===== src/rtl/traffic_byte_monitor.sv =====
module traffic_byte_monitor #(
  parameter int CNT_W         = 32,
  parameter int BYTES_W       = 8,
  parameter int ID_W          = 8,
  parameter int ADDR_W        = 4,
  parameter int DATA_W        = 32,
  parameter bit WRAP_AT_LIMIT = 1'b0
) (
  input  logic              clk,
  input  logic              rst_n,
  input  logic              obs_valid,
  input  logic [BYTES_W-1:0] obs_bytes,
  input  logic [ID_W-1:0]   obs_id,
  input  logic              reg_wr,
  input  logic [ADDR_W-1:0] reg_addr,
  input  logic [DATA_W-1:0] reg_wdata,
  output logic [DATA_W-1:0] reg_rdata,
  output logic              irq
);

  localparam logic [ADDR_W-1:0] A_CTRL  = ADDR_W'(0);
  localparam logic [ADDR_W-1:0] A_CLEAR = ADDR_W'(1);
  localparam logic [ADDR_W-1:0] A_COUNT = ADDR_W'(2);
  localparam logic [ADDR_W-1:0] A_LIMIT = ADDR_W'(3);
  localparam logic [ADDR_W-1:0] A_MASK  = ADDR_W'(4);
  localparam logic [ADDR_W-1:0] A_MATCH = ADDR_W'(5);
  localparam logic [ADDR_W-1:0] A_FLAGS = ADDR_W'(6);
  localparam logic [ADDR_W-1:0] A_FCLR  = ADDR_W'(7);
  localparam logic [ADDR_W-1:0] A_IEN   = ADDR_W'(8);
  localparam int TADJ_LSB = 16;
  localparam int TADJ_W   = 5;
  localparam int SUM_W    = CNT_W + 1;

  logic              run_q;
  logic [TADJ_W-1:0] tadj_q;
  logic [CNT_W-1:0]  count_q;
  logic [CNT_W-1:0]  limit_q;
  logic [ID_W-1:0]   mask_q;
  logic [ID_W-1:0]   match_q;
  logic [1:0]        status_q;
  logic              inten_q;

  logic clr_cnt, take, hit, ovf;
  logic [1:0] fclr_bits;
  logic [SUM_W-1:0] sum, nxt;
  logic unused_wdata;

  assign unused_wdata = ^reg_wdata;

  assign clr_cnt   = reg_wr && reg_addr == A_CLEAR && reg_wdata[0];
  assign fclr_bits = (reg_wr && reg_addr == A_FCLR) ? reg_wdata[1:0] : 2'b00;
  assign take      = run_q && obs_valid && ((obs_id & mask_q) == match_q) && !clr_cnt;
  assign sum       = {1'b0, count_q} + SUM_W'(obs_bytes);
  assign hit       = sum >= {1'b0, limit_q};

  generate
    if (WRAP_AT_LIMIT) begin : g_wrap
      assign nxt = hit ? sum - {1'b0, limit_q} : sum;
    end else begin : g_hold
      assign nxt = sum;
    end
  endgenerate

  assign ovf = nxt[CNT_W];
  assign irq = inten_q && (status_q != 2'b00);

  always_ff @(posedge clk or negedge rst_n) begin
    if (!rst_n) begin
      run_q    <= 1'b0;
      tadj_q   <= '0;
      count_q  <= '0;
      limit_q  <= '1;
      mask_q   <= '0;
      match_q  <= '0;
      status_q <= 2'b00;
      inten_q  <= 1'b0;
    end else begin
      if (reg_wr) begin
        case (reg_addr)
          A_CTRL: begin
            run_q  <= reg_wdata[0];
            tadj_q <= reg_wdata[TADJ_LSB +: TADJ_W];
          end
          A_LIMIT: limit_q <= reg_wdata[CNT_W-1:0];
          A_MASK:  mask_q  <= reg_wdata[ID_W-1:0];
          A_MATCH: match_q <= reg_wdata[ID_W-1:0];
          A_IEN:   inten_q <= reg_wdata[0];
          default: ;
        endcase
      end
      if (clr_cnt) count_q <= '0;
      else if (take) count_q <= nxt[CNT_W-1:0];
      status_q <= (status_q & ~fclr_bits) | {take && ovf, take && hit};
    end
  end

  always_comb begin
    reg_rdata = '0;
    case (reg_addr)
      A_CTRL: begin
        reg_rdata[0] = run_q;
        reg_rdata[TADJ_LSB +: TADJ_W] = tadj_q;
      end
      A_COUNT: reg_rdata = DATA_W'(count_q);
      A_LIMIT: reg_rdata = DATA_W'(limit_q);
      A_MASK:  reg_rdata = DATA_W'(mask_q);
      A_MATCH: reg_rdata = DATA_W'(match_q);
      A_FLAGS: reg_rdata = DATA_W'(status_q);
      A_IEN:   reg_rdata = DATA_W'(inten_q);
      default: reg_rdata = '0;
    endcase
  end

endmodule



===== config.mk =====
export PLATFORM = sky130hd
export DESIGN_NAME = traffic_byte_monitor
export DESIGN_NICKNAME = d
export VERILOG_FILES = /design/src/rtl/traffic_byte_monitor.sv
export SDC_FILE = /design/constraint.sdc
export NUM_CORES = 1
export LEC_CHECK = 0
export BUFFER_PORTS_ARGS = -buffer_cell sky130_fd_sc_hd__buf_4
export CAP_MARGIN = 30
export CORE_MARGIN = 5
export CORE_UTILIZATION = 35
export CTS_CLUSTER_SIZE = 28
export DETAILED_ROUTE_END_ITERATION = 8
export GPL_TIMING_DRIVEN = 0
export SLEW_MARGIN = 15
export SYNTH_ARGS = -nofsm -noshare
export SYNTH_HDL_FRONTEND = slang
export SYNTH_SLANG_ARGS = --single-unit

===== constraint.sdc =====
create_clock -name clk -period 3.7 [get_ports clk]
set_input_delay 0.925 -clock clk [delete_from_list [all_inputs] [get_ports clk]]
set_output_delay 0.925 -clock clk [all_outputs]
set_load 0.01 [all_outputs]

==> flow_metrics.tcl, run 1 <==
set metrics [dict create \
    wirelength_mm 18.47 \
    drv_cap 0 \
    end_kind "flip-flop" \
    worstSetupStartpoint "obs_bytes[4]" \
    first_pass_iters 5 \
    power.density_nw_per_um2 464.3 \
    root_buffer "clkbuf_16" \
    synth_cell_types 65 \
    final_layout_size_suffix_gt1_share_pct 26.26 \
    cts_buffer_depth 2 \
    start_util_pct 35.71 \
    ys_ff_latch 89 \
    placedCellCount 1007 \
    max_stage_delay_ps 520 \
    slowest_stage "or4_1" \
    min_from "tadj_q[0]$_DFFE_PN0P_" \
    finClkSkew_ps 8.302 \
    min_path_type "reg -> reg" \
    syn-num-nets 792 \
    switching_share_pct 34.57 \
    layout_min_cycle_time_ps 3730 \
    synth-edff-count 0 \
    slew_violations 0 \
    drcViolationCount 0 \
    r2r-start "count_q[0]$_DFFE_PN0P_" \
    core_um2 17360 \
    port-buffer-count 86 \
    fmax_ghz 0.2681 \
    power_frac_clock_pct 26.8 \
    cts_sinks 89 \
    grt_overflow 0 \
    hold_viol_final 0 \
    track_usage_pct 18.53 \
    internal-power_mw 2.332 \
    worstSetupPathType "in -> reg" \
    synth-main-ff-cell "dfrtp_1" \
    crit_path_start_kind "primary input" \
    cts_tree "done" \
    critPathMaxFanout 5 \
    post_drt_wl_per_cell_um 17.83 \
    num_vias 5441 \
    cp_top_family "simple AND/OR/NAND/NOR gates" \
    syn_area_um2 6197 \
    grt_first_pass_wirelength_mm 29.48 \
    antenna_found_initial 0 \
    instances_no_fill 1036 \
    grt_pass1_vias 5389 \
    peakVddDrop_uv 222.2 \
    syn-instance-count 695 \
    ys_seq_area_share_pct 36.58 \
    place_hpwl_mm 14.03 \
    path_cells "buf_4 > ha_2 > or4_1 > clkbuf_8 > o211ai_1 > buf_4 > xnor2_1 > ha_1 > a21oi_1 > nand2_1 > or4_1 > o21ai_1 > a41oi_1 > o32a_1" \
    netSwitchingPower_mw 1.232 \
    cp.required_ps 3930 \
    clkLatencyLatePin_ps 350 \
    ios 89 \
    tightest_slew_ps 894.2 \
    setup_ws_ps -29.71 \
    rsz0062_at_grt "true" \
    num-fill-cells 1714 \
    pwr-share-comb_pct 35.5 \
    utilization_pct 44.22 \
    sequentialPowerShare_pct 37.7 \
    violations "negative setup slack" \
    slew_headroom_pct 40.39 \
    antenna_left 0 \
    routabilityCongestion 0.8811 \
    r2r_setup_slack_ps 190 \
    antenna_cells 0 \
    synthArstFlopShare_pct 100.0 \
    crit_buf_inv 3 \
    grt_max_degree 53 \
    post-route-period-util_pct 100.8 \
    cts_made_buffers 9 \
    num-nets-final 903 \
    htree_levels 3 \
    finalSetupViolCount 1 \
    outcome "complete, but fails checks" \
    path_clk_slew_ps 60 \
    first_iter_violations 507 \
    vias_per_cell 5.252 \
    syn_to_final_growth_pct 23.84 \
    p_leak_nw 3.464 \
    die_area_um2 20470 \
    arrival_ps 3960 \
    die_y_um 143.1 \
    chipWidth_um 143.1 \
    synth_warnings 0 \
    fp-row-count 48 \
    syn_avg_cell_area_um2 8.917 \
]
-- cells by family after synthesis --
kind of cell | synth area share, %
XOR/XNOR | 6.501
AND/OR/NAND/NOR | 19.67
multiplexers | 10.70
AO/OA/AOI/OAI | 13.75
adder cells (fa/ha/maj) | 8.399
buffers and inverters | 4.401
flip-flops | 36.58
-- worst paths after layout --
| path | cells after the start | to |
|---|---|---|
| min | 1 | tadj_q[0]$_DFFE_PN0P_ |
| min in group asynchronous | 1 | count_q[6]$_DFFE_PN0P_ |
| max reg2reg | 16 | status_q[0]$_DFF_PN0_ |
| max in group asynchronous | 2 | limit_q[19]$_DFFE_PN1P_ |
| min reg2reg | 1 | tadj_q[0]$_DFFE_PN0P_ |
| max | 14 | status_q[0]$_DFF_PN0_ |
-- worst reg2reg max path, stage by stage (launching register included) --
cell and delay (ps):
dfrtp_1 440, ha_4 180, inv_2 40, fa_2 370, nor2b_2 140, o31a_1 130
buf_4 160, o2111ai_4 220, buf_6 190, xnor2_1 110, ha_1 300, a21oi_1 160
o21ai_1 110, a211o_1 290, o221ai_2 190, a41oi_1 70, o32a_1 310
-- sequential cells by signal, indices dropped and copies added (netlist names) --
| signal | count |
|---|---|
| run_q | 1 |
| mask_q | 8 |
| limit_q | 32 |
| tadj_q | 5 |
| status_q | 2 |
| inten_q | 1 |
| count_q | 32 |
| match_q | 8 |
-- synth_stat cells, types with 2 or more instances --
cell / count / area share [%]
xnor2_1: 29 / 4.1
mux2_2: 24 / 4.4
nor4_1: 8 / 0.81
and3_1: 10 / 1.0
nor2b_1: 4 / 0.40
clkbuf_1: 23 / 1.4
o211ai_1: 3 / 0.36
nor3_1: 12 / 0.97
mux2i_1: 37 / 6.0
nand2b_1: 2 / 0.20
a21o_1: 4 / 0.48
o21a_1: 5 / 0.61
xor2_1: 17 / 2.4
and2_1: 3 / 0.30
nand2_2: 2 / 0.20
nand3_1: 12 / 0.97
buf_1: 5 / 0.30
o21ai_0: 55 / 4.4
nand3b_1: 2 / 0.24
nor2_2: 2 / 0.20
or4_1: 4 / 0.48
or3_1: 6 / 0.61
nand4_1: 11 / 1.1
a41oi_1: 2 / 0.28
a211oi_1: 5 / 0.61
dfrtp_1: 57 / 23
buf_2: 2 / 0.16
nand2_1: 95 / 5.8
ha_1: 40 / 8.1
o22ai_1: 6 / 0.61
dfstp_2: 32 / 14
nor4_2: 3 / 0.61
a21oi_1: 33 / 2.7
and4_1: 4 / 0.57
inv_1: 40 / 2.4
o31ai_1: 3 / 0.36
nor4_4: 2 / 0.69
nand4b_1: 2 / 0.28
nor2_1: 63 / 3.8
-- metrics by stage --
step                hold slack, ps  instance area, µm²  power (mW)  setup TNS (ps)  setup slack, ps
global route                 539.3                7675       3.801          -179.7           -179.7
global placement             486.6                7167       2.512          -647.4           -647.4
finish                       509.2                7675       3.564          -29.71           -29.71
CTS                          509.2                7656       3.574               0           0.3975
floorplan                    479.3                6240       2.170          -32.86           -32.86
detailed placement           492.9                7194       2.535          -639.1           -639.1
-- placed cells by master (no fill, tap or decap), drive strengths merged, types with 34 or more instances in the layout --
master and instances:
o21ai 57, buf 107, dfrtp 57, ha 40, nand2 97, inv 40, mux2i 37, clkbuf 35
a21oi 34, nor2 65
-- what timing repair did --
item,in CTS,in global routing
hold buffers,0,0
pin swaps,7,4
endpoints found under the setup margin,1,1
resized for setup,14,2
setup buffers,11,0
-- metal layers --
metal | track usage (%) | share of wire (%) | up-vias
met5 | 0 | 0 | -
met4 | 5.303 | 1.6 | 0
met3 | 2.344 | 5.0 | 18
met2 | 29.20 | 46 | 140
met1 | 26.72 | 48 | 2621
li1 | - | - | 2662
-- layout make-up --
class	instances	area, µm²	area share, %
Buffer	31	132.6	1.728
Clock buffer	11	252.7	3.293
Clock inverter	5	53.80	0.7010
Inverter	40	150.1	1.956
Multi-Input combinational cell	535	3761	49.01
Sequential cell	89	2267	29.54
Tap cell	225	281.5	3.668
Timing Repair Buffer	100	775.7	10.11
-- power groups by stage --
stage          Sequential (mW)  Clock (mW)  Combinational (mW)
6_report                  1.34       0.957                1.27
5_1_grt                   1.37        1.01                1.42
4_1_cts                   1.34       0.972                1.26
3_5_place_dp              1.36           0                1.18
3_3_place_gp              1.35           0                1.17
2_1_floorplan             1.32           0               0.852
No activity file was read; power rests on OpenSTA's default activity.
==> run 2, diff against run 1 <==
==> constraint.sdc (replaced) <==
create_clock -name clk -period 4.48 [get_ports clk]
set_input_delay 1.12 -clock clk [delete_from_list [all_inputs] [get_ports clk]]
set_output_delay 1.12 -clock clk [all_outputs]
set_load 0.1 [all_outputs]
==> run 2 against run 1 <==
The flow now finishes without violations. Register-to-register slack better by 460 ps. Flip-flop and latch count unchanged. Wire length down 1.2%. Clock skew about the same. Non-clock buffer count down 10. Largest cell class unchanged.
==> flow_metrics.tcl, run 2 (synthesis gave the netlist of run 1 again) <==
set metrics [dict create \
    die_y_um 143.1 \
    max_stage_delay_ps 400 \
    internal-power_mw 1.942 \
    path_cells "buf_4 > ha_1 > inv_1 > fa_1 > nor2b_1 > o31a_2 > o2111ai_4 > nor2_1 > xor2_1 > ha_1 > a21oi_1 > o21ai_1 > a211o_1 > o221ai_1 > a41oi_1 > o32a_1" \
    rsz0062_at_grt "false" \
    hold_depth 1 \
    grt_max_degree 47 \
    r2r_cells 15 \
    clkLatencyLatePin_ps 360 \
    num-nets-final 893 \
    grt_first_pass_wirelength_mm 28.44 \
    largestRegisters "count_q: 32 flops, limit_q: 32 flops" \
    start_util_pct 35.71 \
    finClkSkew_ps 8.150 \
    fin_area_um2 7569 \
    min_path_type "reg -> reg" \
    slowest_stage "fa_1" \
    min_from "tadj_q[3]$_DFFE_PN0P_" \
    finalSetupViolCount 0 \
    hold-path-endpoint "tadj_q[3]$_DFFE_PN0P_" \
    num-fill-cells 1732 \
    grt_pass1_vias 5078 \
    r2r_setup_slack_ps 650 \
    vias_per_cell 5.279 \
    antenna_left 0 \
    post-route-period-util_pct 94.35 \
    hold_viol_final 0 \
    grt_overflow 0 \
    slew_headroom_pct 32.32 \
    port-buffer-count 86 \
    total_power_mw 3.049 \
    arrival_ps 4470 \
    fmax_ghz 0.2366 \
    post_drt_wl_per_cell_um 17.79 \
    outcome "finished, final reports clean" \
    utilization_pct 43.61 \
    drcViolationCount 0 \
    switching_share_pct 36.29 \
    cts_sinks 89 \
    fp-row-count 48 \
    crit_top_cell "ha_1" \
    track_usage_pct 17.91 \
    power.density_nw_per_um2 402.8 \
    cts_made_buffers 9 \
    antenna_cells 0 \
    root_buffer "clkbuf_16" \
    r2r-end "status_q[0]$_DFF_PN0_" \
    num_vias 5416 \
    layout_common_cells "94 x nand2_1, 90 x buf_4, 63 x nor2_1" \
    final_common_cell "nand2_1" \
    routabilityCongestion 0.8991 \
    htree_levels 3 \
    holdWs_ps 507.5 \
    place_hpwl_mm 13.89 \
    dpl_cell_area_um2 7198 \
    wirelength_mm 18.25 \
    first_iter_violations 331 \
    crit_path_start_kind "primary input" \
    power_frac_clock_pct 28.3 \
    syn_to_final_growth_pct 22.13 \
    core_um2 17360 \
    critPathMaxFanout 9 \
    r2r-start "count_q[0]$_DFFE_PN0P_" \
    pwr-share-comb_pct 35.5 \
    netSwitchingPower_mw 1.106 \
    postCtsHoldBufs 0 \
    cts_tree "done" \
    p_leak_nw 3.421 \
    drv_cap 0 \
    final_layout_size_suffix_gt1_share_pct 24.22 \
    ios 89 \
    instances_no_fill 1026 \
    cts_buffer_depth 2 \
    worstSetupPathType "in -> reg" \
    sequentialPowerShare_pct 36.2 \
    slew_violations 0 \
    die_area_um2 20470 \
    tightest_slew_ps 1015 \
    placedCellCount 1007 \
    layout_min_cycle_time_ps 4227 \
    peakVddDrop_uv 225.9 \
    end_kind "flip-flop" \
    path_clk_slew_ps 70 \
    cp.required_ps 4730 \
    antenna_found_initial 0 \
    first_pass_iters 5 \
    chipWidth_um 143.1 \
]
==> run 2: cell types whose count changed in the layout (fill, tap and decap cells not counted), moves of 3 or more <==
cell      delta
buf_4        -7
clkinv_2     -3
ha_1         +5
ha_4         -3
o21ai_1      +4
o22ai_1      -6
o22ai_2      +6
==> run 2: worst max-delay path by stage <==
stage                            start                     to  slack, ps  cells after the start
after global placement    obs_bytes[0]  status_q[0]$_DFF_PN0_       -360                     16
after floorplan            reg_addr[0]          reg_rdata[16]         60                      4
after global routing      obs_bytes[0]  status_q[0]$_DFF_PN0_         50                     16
after detailed placement  obs_bytes[0]  status_q[0]$_DFF_PN0_       -330                     16
final                     obs_bytes[0]  status_q[0]$_DFF_PN0_        250                     16
after CTS                 obs_bytes[0]  status_q[0]$_DFF_PN0_          9                     16
==> run 2: layout make-up <==
| class | count | area [µm²] | share of cell area [%] |
|---|---|---|---|
| Inverter | 40 | 150.1 | 1.984 |
| Buffer | 31 | 122.6 | 1.620 |
| Clock buffer | 12 | 256.5 | 3.389 |
| Clock inverter | 4 | 76.32 | 1.008 |
| Multi-Input combinational cell | 535 | 3719 | 49.13 |
| Sequential cell | 89 | 2267 | 29.96 |
| Timing Repair Buffer | 90 | 695.7 | 9.192 |
| Tap cell | 225 | 281.5 | 3.720 |
==> run 2: metal layers <==
metal,vias up,routed length [µm],track usage (%)
met2,157,8063,26.76
met4,0,391,6.353
met5,-,0,0
met1,2585,8713,26.46
met3,23,1081,2.411
li1,2651,-,-
==> run 2: power by group through the flow <==
stage,combinational [mW],clock [mW],sequential (mW)
2_1_floorplan,0.788,0,1.09
3_3_place_gp,1.05,0,1.11
3_5_place_dp,1.06,0,1.12
4_1_cts,1.07,0.877,1.10
5_1_grt,1.20,0.908,1.12
6_report,1.08,0.864,1.10
==> run 2: critical path, delay by kind of cell <==
| family | cells | cell delay [ps] |
|---|---|---|
| AOI/OAI and AO/OA | 8 | 1800 |
| xor gates and xnor gates | 1 | 160 |
| adders and majority gates | 3 | 860 |
| buffers and inverters | 2 | 160 |
| and+or+nand+nor | 2 | 360 |
==> run 2: stage by stage <==
stage | setup TNS [ps] | worst slack, ps
6_report | 0 | 253.3
5_1_grt | 0 | 50.68
4_1_cts | 0 | 8.513
3_5_place_dp | -333.7 | -333.7
3_3_place_gp | -362.3 | -362.3
2_1_floorplan | 0 | 56.97
==> run 2: what timing repair did <==
item                                   CTS  global route
buffers inserted                         0             3
endpoints found under the hold margin    0             0
setup endpoints to repair                0             1
gates resized for setup                  0             4
